## src/rtl/vend_pkg.sv

```systemverilog
package vend_pkg;

  typedef enum logic [2:0] {
    ACT_IDLE    = 3'd0,
    ACT_REFUND  = 3'd1,
    ACT_BUY_HI  = 3'd2,
    ACT_BUY_LO  = 3'd3,
    ACT_COIN_HI = 3'd4,
    ACT_COIN_LO = 3'd5
  } vend_act_e;

  // true when adding 'add' steps keeps the credit within 'cap' steps
  function automatic logic coin_fits(input int unsigned credit,
                                     input int unsigned add,
                                     input int unsigned cap);
    return (credit + add) <= cap;
  endfunction

  // true when the credit covers a price given in steps
  function automatic logic can_afford(input int unsigned credit,
                                      input int unsigned price);
    return credit >= price;
  endfunction

endpackage

```

## src/rtl/vend_decode.sv

```systemverilog
module vend_decode
  import vend_pkg::*;
(
  input  logic      coin_lo,
  input  logic      coin_hi,
  input  logic      buy_small,
  input  logic      buy_large,
  input  logic      ret_btn,
  output vend_act_e act,
  output logic      coin_any,
  output logic      coin_both
);

  always_comb begin
    if (ret_btn)        act = ACT_REFUND;
    else if (buy_large) act = ACT_BUY_HI;
    else if (buy_small) act = ACT_BUY_LO;
    else if (coin_hi)   act = ACT_COIN_HI;
    else if (coin_lo)   act = ACT_COIN_LO;
    else                act = ACT_IDLE;
  end

  assign coin_any  = coin_lo | coin_hi;
  assign coin_both = coin_lo & coin_hi;

  // return always wins when pressed
  always_comb begin
    a_r8_return_first: assert (!ret_btn || act == ACT_REFUND);
  end

endmodule

```

## src/rtl/vend_credit.sv

```systemverilog
module vend_credit
  import vend_pkg::*;
#(
  parameter int unsigned CAP_STEPS     = 6,
  parameter int unsigned COIN_HI_STEPS = 2,
  parameter int unsigned COIN_LO_STEPS = 1,
  parameter int unsigned PRICE_HI      = 4,
  parameter int unsigned PRICE_LO      = 2,
  localparam int unsigned CW = $clog2(CAP_STEPS + 1)
) (
  input  logic          clk,
  input  logic          rst_n,
  input  vend_act_e     act,
  input  logic          coin_any,
  input  logic          coin_both,
  output logic [CW-1:0] credit_q,
  output logic          ev_vend_hi,
  output logic          ev_vend_lo,
  output logic          ev_refund,
  output logic          ev_reject
);

  localparam logic [CW-1:0] P_HI = CW'(PRICE_HI);
  localparam logic [CW-1:0] P_LO = CW'(PRICE_LO);
  localparam logic [CW-1:0] C_HI = CW'(COIN_HI_STEPS);
  localparam logic [CW-1:0] C_LO = CW'(COIN_LO_STEPS);

  logic [CW-1:0] credit_d;
  int unsigned   cur;

  assign cur = 32'(credit_q);

  always_comb begin
    credit_d   = credit_q;
    ev_vend_hi = 1'b0;
    ev_vend_lo = 1'b0;
    ev_refund  = 1'b0;
    ev_reject  = 1'b0;
    unique case (act)
      ACT_REFUND: begin
        ev_refund = 1'b1;
        credit_d  = '0;
        ev_reject = coin_any;
      end
      ACT_BUY_HI: begin
        ev_reject = coin_any;
        if (can_afford(cur, PRICE_HI)) begin
          ev_vend_hi = 1'b1;
          credit_d   = credit_q - P_HI;
        end
      end
      ACT_BUY_LO: begin
        ev_reject = coin_any;
        if (can_afford(cur, PRICE_LO)) begin
          ev_vend_lo = 1'b1;
          credit_d   = credit_q - P_LO;
        end
      end
      ACT_COIN_HI: begin
        if (coin_fits(cur, COIN_HI_STEPS, CAP_STEPS)) begin
          credit_d  = credit_q + C_HI;
          ev_reject = coin_both;
        end else begin
          ev_reject = 1'b1;
        end
      end
      ACT_COIN_LO: begin
        if (coin_fits(cur, COIN_LO_STEPS, CAP_STEPS)) credit_d = credit_q + C_LO;
        else                                          ev_reject = 1'b1;
      end
      default: ;
    endcase
  end

  always_ff @(posedge clk or negedge rst_n) begin
    if (!rst_n) credit_q <= '0;
    else        credit_q <= credit_d;
  end

  a_r3_no_overflow: assert property (@(posedge clk) disable iff (!rst_n)
    32'(credit_q) <= CAP_STEPS);

  a_r4_small_price: assert property (@(posedge clk) disable iff (!rst_n)
    ev_vend_lo |=> credit_q == $past(credit_q) - P_LO);

  a_r5_large_price: assert property (@(posedge clk) disable iff (!rst_n)
    ev_vend_hi |=> credit_q == $past(credit_q) - P_HI);

  a_r7_refund_clears: assert property (@(posedge clk) disable iff (!rst_n)
    ev_refund |=> credit_q == '0);

  a_r6_short_hold: assert property (@(posedge clk) disable iff (!rst_n)
    ((act == ACT_BUY_HI || act == ACT_BUY_LO) && !ev_vend_hi && !ev_vend_lo)
      |=> $stable(credit_q));

  a_r9_button_coin_refused: assert property (@(posedge clk) disable iff (!rst_n)
    (act inside {ACT_REFUND, ACT_BUY_HI, ACT_BUY_LO} && coin_any) |-> ev_reject);

endmodule

```

## src/rtl/vend_outreg.sv

```systemverilog
module vend_outreg #(
  parameter int unsigned CW = 3
) (
  input  logic          clk,
  input  logic          rst_n,
  input  logic          ev_vend_hi,
  input  logic          ev_vend_lo,
  input  logic          ev_refund,
  input  logic          ev_reject,
  input  logic [CW-1:0] credit_now,
  output logic          vend_large,
  output logic          vend_small,
  output logic          refund,
  output logic [CW-1:0] refund_coins,
  output logic          coin_reject
);

  always_ff @(posedge clk or negedge rst_n) begin
    if (!rst_n) begin
      vend_large   <= 1'b0;
      vend_small   <= 1'b0;
      refund       <= 1'b0;
      refund_coins <= '0;
      coin_reject  <= 1'b0;
    end else begin
      vend_large   <= ev_vend_hi;
      vend_small   <= ev_vend_lo;
      refund       <= ev_refund;
      refund_coins <= ev_refund ? credit_now : '0;
      coin_reject  <= ev_reject;
    end
  end

  a_r11_one_action: assert property (@(posedge clk) disable iff (!rst_n)
    $onehot0({vend_large, vend_small, refund}));

  a_r7_count_quiet: assert property (@(posedge clk) disable iff (!rst_n)
    !refund |-> refund_coins == '0);

  a_r7_count_value: assert property (@(posedge clk) disable iff (!rst_n)
    ev_refund |=> refund_coins == $past(credit_now));

endmodule

```

## src/rtl/vend_ctrl.sv

```systemverilog
module vend_ctrl
  import vend_pkg::*;
#(
  parameter int unsigned CAP_STEPS     = 6,
  parameter int unsigned COIN_HI_STEPS = 2,
  parameter int unsigned COIN_LO_STEPS = 1,
  parameter int unsigned PRICE_HI      = 4,
  parameter int unsigned PRICE_LO      = 2,
  localparam int unsigned CW = $clog2(CAP_STEPS + 1)
) (
  input  logic          clk,
  input  logic          rst_n,
  input  logic          coin_lo,
  input  logic          coin_hi,
  input  logic          buy_small,
  input  logic          buy_large,
  input  logic          ret_btn,
  output logic          vend_small,
  output logic          vend_large,
  output logic          refund,
  output logic [CW-1:0] refund_coins,
  output logic          coin_reject
);

  vend_act_e     act;
  logic          coin_any, coin_both;
  logic [CW-1:0] credit_q;
  logic          ev_vend_hi, ev_vend_lo, ev_refund, ev_reject;

  vend_decode u_decode (
    .coin_lo   (coin_lo),
    .coin_hi   (coin_hi),
    .buy_small (buy_small),
    .buy_large (buy_large),
    .ret_btn   (ret_btn),
    .act       (act),
    .coin_any  (coin_any),
    .coin_both (coin_both)
  );

  vend_credit #(
    .CAP_STEPS     (CAP_STEPS),
    .COIN_HI_STEPS (COIN_HI_STEPS),
    .COIN_LO_STEPS (COIN_LO_STEPS),
    .PRICE_HI      (PRICE_HI),
    .PRICE_LO      (PRICE_LO)
  ) u_credit (
    .clk        (clk),
    .rst_n      (rst_n),
    .act        (act),
    .coin_any   (coin_any),
    .coin_both  (coin_both),
    .credit_q   (credit_q),
    .ev_vend_hi (ev_vend_hi),
    .ev_vend_lo (ev_vend_lo),
    .ev_refund  (ev_refund),
    .ev_reject  (ev_reject)
  );

  vend_outreg #(.CW(CW)) u_out (
    .clk          (clk),
    .rst_n        (rst_n),
    .ev_vend_hi   (ev_vend_hi),
    .ev_vend_lo   (ev_vend_lo),
    .ev_refund    (ev_refund),
    .ev_reject    (ev_reject),
    .credit_now   (credit_q),
    .vend_large   (vend_large),
    .vend_small   (vend_small),
    .refund       (refund),
    .refund_coins (refund_coins),
    .coin_reject  (coin_reject)
  );

  // two coins at once always produce a refusal
  a_r10_double_coin: assert property (@(posedge clk) disable iff (!rst_n)
    (coin_lo && coin_hi) |=> coin_reject);

endmodule

```

## config.mk

```make
export PLATFORM = sky130hd
export DESIGN_NAME = vend_ctrl
export DESIGN_NICKNAME = d
export VERILOG_FILES = /design/src/rtl/vend_pkg.sv /design/src/rtl/vend_decode.sv /design/src/rtl/vend_credit.sv /design/src/rtl/vend_outreg.sv /design/src/rtl/vend_ctrl.sv
export SDC_FILE = /design/constraint.sdc
export NUM_CORES = 1
export LEC_CHECK = 0
export CORE_UTILIZATION = 45
export CTS_CLUSTER_SIZE = 40
export DETAILED_ROUTE_END_ITERATION = 8
export DONT_BUFFER_PORTS = 1
export HOLD_SLACK_MARGIN = 0.08
export PLACE_DENSITY = 0.7
export SLEW_MARGIN = 40
export SYNTH_ARGS = -nofsm -noshare
export SYNTH_HDL_FRONTEND = slang
export SYNTH_SLANG_ARGS = --single-unit
```

## constraint.sdc

```tcl
create_clock -name clk -period 2.4 [get_ports clk]
set_input_delay 0.12 -clock clk [delete_from_list [all_inputs] [get_ports clk]]
set_output_delay 0.12 -clock clk [all_outputs]
set_load 0.05 [all_outputs]
```

==> results.sh <==
export IMPL_num_vias=518
export IMPL_critPathMostFrequentCell="a21oi_2"
export IMPL_grt_overflow=0
export IMPL_violations="DRC"
export IMPL_place_congestion=0.856
export IMPL_critical_path_cell_chain="inv_1, ha_1, a2bb2oi_1, a32oi_1, a21oi_2, a21oi_2, mux2_1"
export IMPL_fin_crit_sh_pct=84.0
export IMPL_p_leak_nw=0.331
export IMPL_cp_max_fo=7
export IMPL_ctsHoldBuffers=6
export IMPL_fillers=101
export IMPL_grt_max_degree=11
export IMPL_first_pass_iters=6
export IMPL_cts_sinks=10
export IMPL_required_ns=2.54
export IMPL_tightest_slew_ns=0.446
export IMPL_die_area_sq_mm=0.00153
export IMPL_hp_class="primary input to flip-flop"
export IMPL_ant_nets=0
export IMPL_cts_inserted_buffers=3
export IMPL_drive_gt1_share_pct=11.3
export IMPL_pwr_share_comb_pct=20.8
export IMPL_p_per_area_mw_per_mm2=649
export IMPL_cts_setup_buffers=0
export IMPL_cp_arrival_ns=2.15
export IMPL_tns_ns=0
export IMPL_drtIter0Drc=17
export IMPL_cts_max_path_buffers=2
export IMPL_die_height_um=39.1
export IMPL_std_cell_rows=13
export IMPL_postSynthAreaPerCell_sq_um=9.85
export IMPL_max_freq_mhz=496
export IMPL_status="finished with violations"
export IMPL_crit_buf_inv=1
export IMPL_switching_share_pct=32.4
export IMPL_final_util_pct=57.1
export IMPL_power_frac_clock_pct=30.9
export IMPL_n_antenna_cell=0
export IMPL_power_internal_w=0.000322
export IMPL_grt_use_total_pct=19.5
export IMPL_clkSlewWorstSetupHoldPaths_ns=0.07
export IMPL_wirelength_um=1320
export IMPL_cts_resized=0
export IMPL_sequentialPowerShare_pct=48.2
export IMPL_crit_type="flip-flop to flip-flop"
export IMPL_synthTopCellsByArea="dfrtp_1 40%, ha_1 16%, nor2_1 4.2%"
export IMPL_die_width_um=39.1
export IMPL_htreeDepth=1
export IMPL_finalMaxSlewViolations=0
export IMPL_irDropWorstVdd_uv=262
export IMPL_root_buffer="clkbuf_4"
export IMPL_grt_pass1_wl_um=1920
export IMPL_fin_skew_ns=0.00363
export IMPL_yosysTopAreaCell="dfrtp_1"
export IMPL_slowest_delay_ns=0.48
export IMPL_dp_hpwl_um=858
export IMPL_setup_violations=0
export IMPL_port_buffers=0
export IMPL_ioPinCount=14
export IMPL_synth_cells=63
export IMPL_slowest_stage="dfrtp_1"
export IMPL_synth_yosys_warnings=0
export IMPL_initial_core_util_pct=48.3
export IMPL_drc=2
export IMPL_routed_via_density=6.02
export IMPL_grt_pass1_vias=454
export IMPL_antenna_found_initial=0
export IMPL_crit_family="compound AO/OA/AOI/OAI gates"
export IMPL_syn_area_sq_um=621
export IMPL_cts_tree="built"
export IMPL_synth_distinct_cells=30
export IMPL_startpoint_type="flip-flop"
export IMPL_wire_per_inst_um=15.4
export IMPL_core_sq_mm=0.00128
export IMPL_clkLatencyLatePin_ns=0.26
export IMPL_nets=87
export IMPL_slew_limit_headroom_pct=70.3
export IMPL_syn_nets=78
export IMPL_ys_ff_latch=10
export IMPL_max_cap_violations=0
export IMPL_p_switching_w=0.000154
export IMPL_syn_to_final_growth_pct=18.1
export IMPL_setup_worst_path_end_class="flip-flop"
export IMPL_min_period_ns=2.02
export IMPL_hold_viol=0
export IMPL_synth_seq_area_share_pct=40.3
export IMPL_rsz0062_at_grt="false"
export IMPL_yosysTopAreaCellShare_pct=40.3
cell families (layout without fill, tap and decap cells):
logic type	after synthesis	in the layout	synth area share, %
flops	10	10	40.3
xor+xnor	2	2	2.82
simple gates	21	21	18.4
mux	1	1	1.81
fa+ha+maj	8	8	16.1
compound gates	15	15	16.7
buf+inv	6	14	3.83
routing by layer:
metal  global-route usage [%]  part of all wire (%)  up-vias
met2                     35.0                    55       21
met1                     18.1                    39      258
met5                        0                     0        -
met3                     8.09                   4.4        2
li1                         -                     -      237
met4                     11.2                   1.2        0
path summary, 6_finish.rpt:
| check | startpoint | end | depth (start not counted) | slack [ns] |
|---|---|---|---|---|
| worst max-delay path | u_credit.credit_q[1]$_DFFE_PN0P_ | u_credit.credit_q[2]$_DFFE_PN0P_ | 7 | 0.38 |
| worst min-delay path | coin_hi | u_out.coin_reject$_DFF_PN0_ | 2 | 0.1 |
| worst max register to register | u_credit.credit_q[1]$_DFFE_PN0P_ | u_credit.credit_q[2]$_DFFE_PN0P_ | 7 | 0.38 |
| worst min register to register | u_credit.credit_q[0]$_DFFE_PN0P_ | u_out.refund_coins[0]$_DFF_PN0_ | 1 | 0.66 |
| max in group asynchronous | rst_n | u_out.refund_coins[2]$_DFF_PN0_ | 1 | 1.87 |
| min in group asynchronous | rst_n | u_out.vend_small$_DFF_PN0_ | 1 | 0.23 |
stage by stage:
| stage | setup slack (ns) | std cells | hold WS [ns] | cell area, sq um | power (W) |
|---|---|---|---|---|---|
| 2_1_floorplan | 0.663 | 63 | -0.176 | 621 | 0.000299 |
| 6_report | 0.384 | 86 | 0.0986 | 733 | 0.000476 |
| 3_3_place_gp | 0.456 | 75 | -0.175 | 627 | 0.000310 |
| 3_5_place_dp | 0.428 | 75 | -0.175 | 627 | 0.000314 |
| 4_1_cts | 0.427 | 85 | 0.0808 | 723 | 0.000474 |
| 5_1_grt | 0.288 | 86 | 0.110 | 733 | 0.000505 |
flip-flops by register name, summed over array words and instances, names as in the netlist:
| register | cells |
|---|---|
| u_credit.credit_q | 3 |
| u_out.vend_small | 1 |
| u_out.coin_reject | 1 |
| u_out.refund | 1 |
| u_out.refund_coins | 3 |
| u_out.vend_large | 1 |
final cells by class:
cell class	count	area (sq um)	share of cell area [%]
clock buffer	4	36.3	4.95
inverter	3	11.3	1.54
multi-input combinational	47	347	47.3
sequential	10	250	34.1
tap	15	18.8	2.56
timing repair buffer	7	70.1	9.56
synth_stat cells:
master	count
a211o_1	1
a21oi_1	3
a21oi_2	2
a221oi_1	1
a2bb2oi_1	1
a311oi_1	1
a32oi_1	1
and2_1	2
and2_2	1
clkbuf_1	2
clkbuf_2	1
dfrtp_1	10
ha_1	8
inv_1	3
mux2_1	1
nand2_1	2
nand2b_1	1
nand3_1	1
nand3b_1	1
nand4_1	1
nand4b_1	1
nor2_1	7
nor2b_1	1
nor2b_2	1
nor3_1	1
o21ai_0	4
o21bai_1	1
or3_1	1
xnor2_1	1
xor2_1	1
placed cells by master, fill, tap and decap left out:
| master | n |
|---|---|
| nor3_1 | 1 |
| dfrtp_1 | 10 |
| a32oi_1 | 1 |
| clkbuf_8 | 1 |
| nand3b_1 | 1 |
| dlygate4sd3_1 | 7 |
| o21ai_0 | 4 |
| nand4_1 | 1 |
| mux2_1 | 1 |
| ha_1 | 8 |
| xor2_1 | 1 |
| nand4b_1 | 1 |
| a21oi_1 | 3 |
| a2bb2oi_1 | 1 |
| inv_1 | 3 |
| a21oi_2 | 2 |
| nor2b_1 | 1 |
| or3_1 | 1 |
| a221oi_1 | 1 |
| xnor2_1 | 1 |
| a311oi_1 | 1 |
| a211o_1 | 1 |
| nor2b_2 | 1 |
| and2_1 | 2 |
| nand2b_1 | 1 |
| clkbuf_4 | 3 |
| nand3_1 | 1 |
| nor2_1 | 7 |
| nand2_1 | 2 |
| o21bai_1 | 1 |
| and2_2 | 1 |
power groups by stage:
stage               Sequential, W  Clock (W)  Combinational [W]
detailed placement       0.000232          0          0.0000814
floorplan                0.000228          0          0.0000711
global placement         0.000232          0          0.0000785
CTS                      0.000229   0.000151          0.0000941
global route             0.000233   0.000163           0.000109
finish                   0.000230   0.000147          0.0000992
Power figures use the tool's default switching activity.
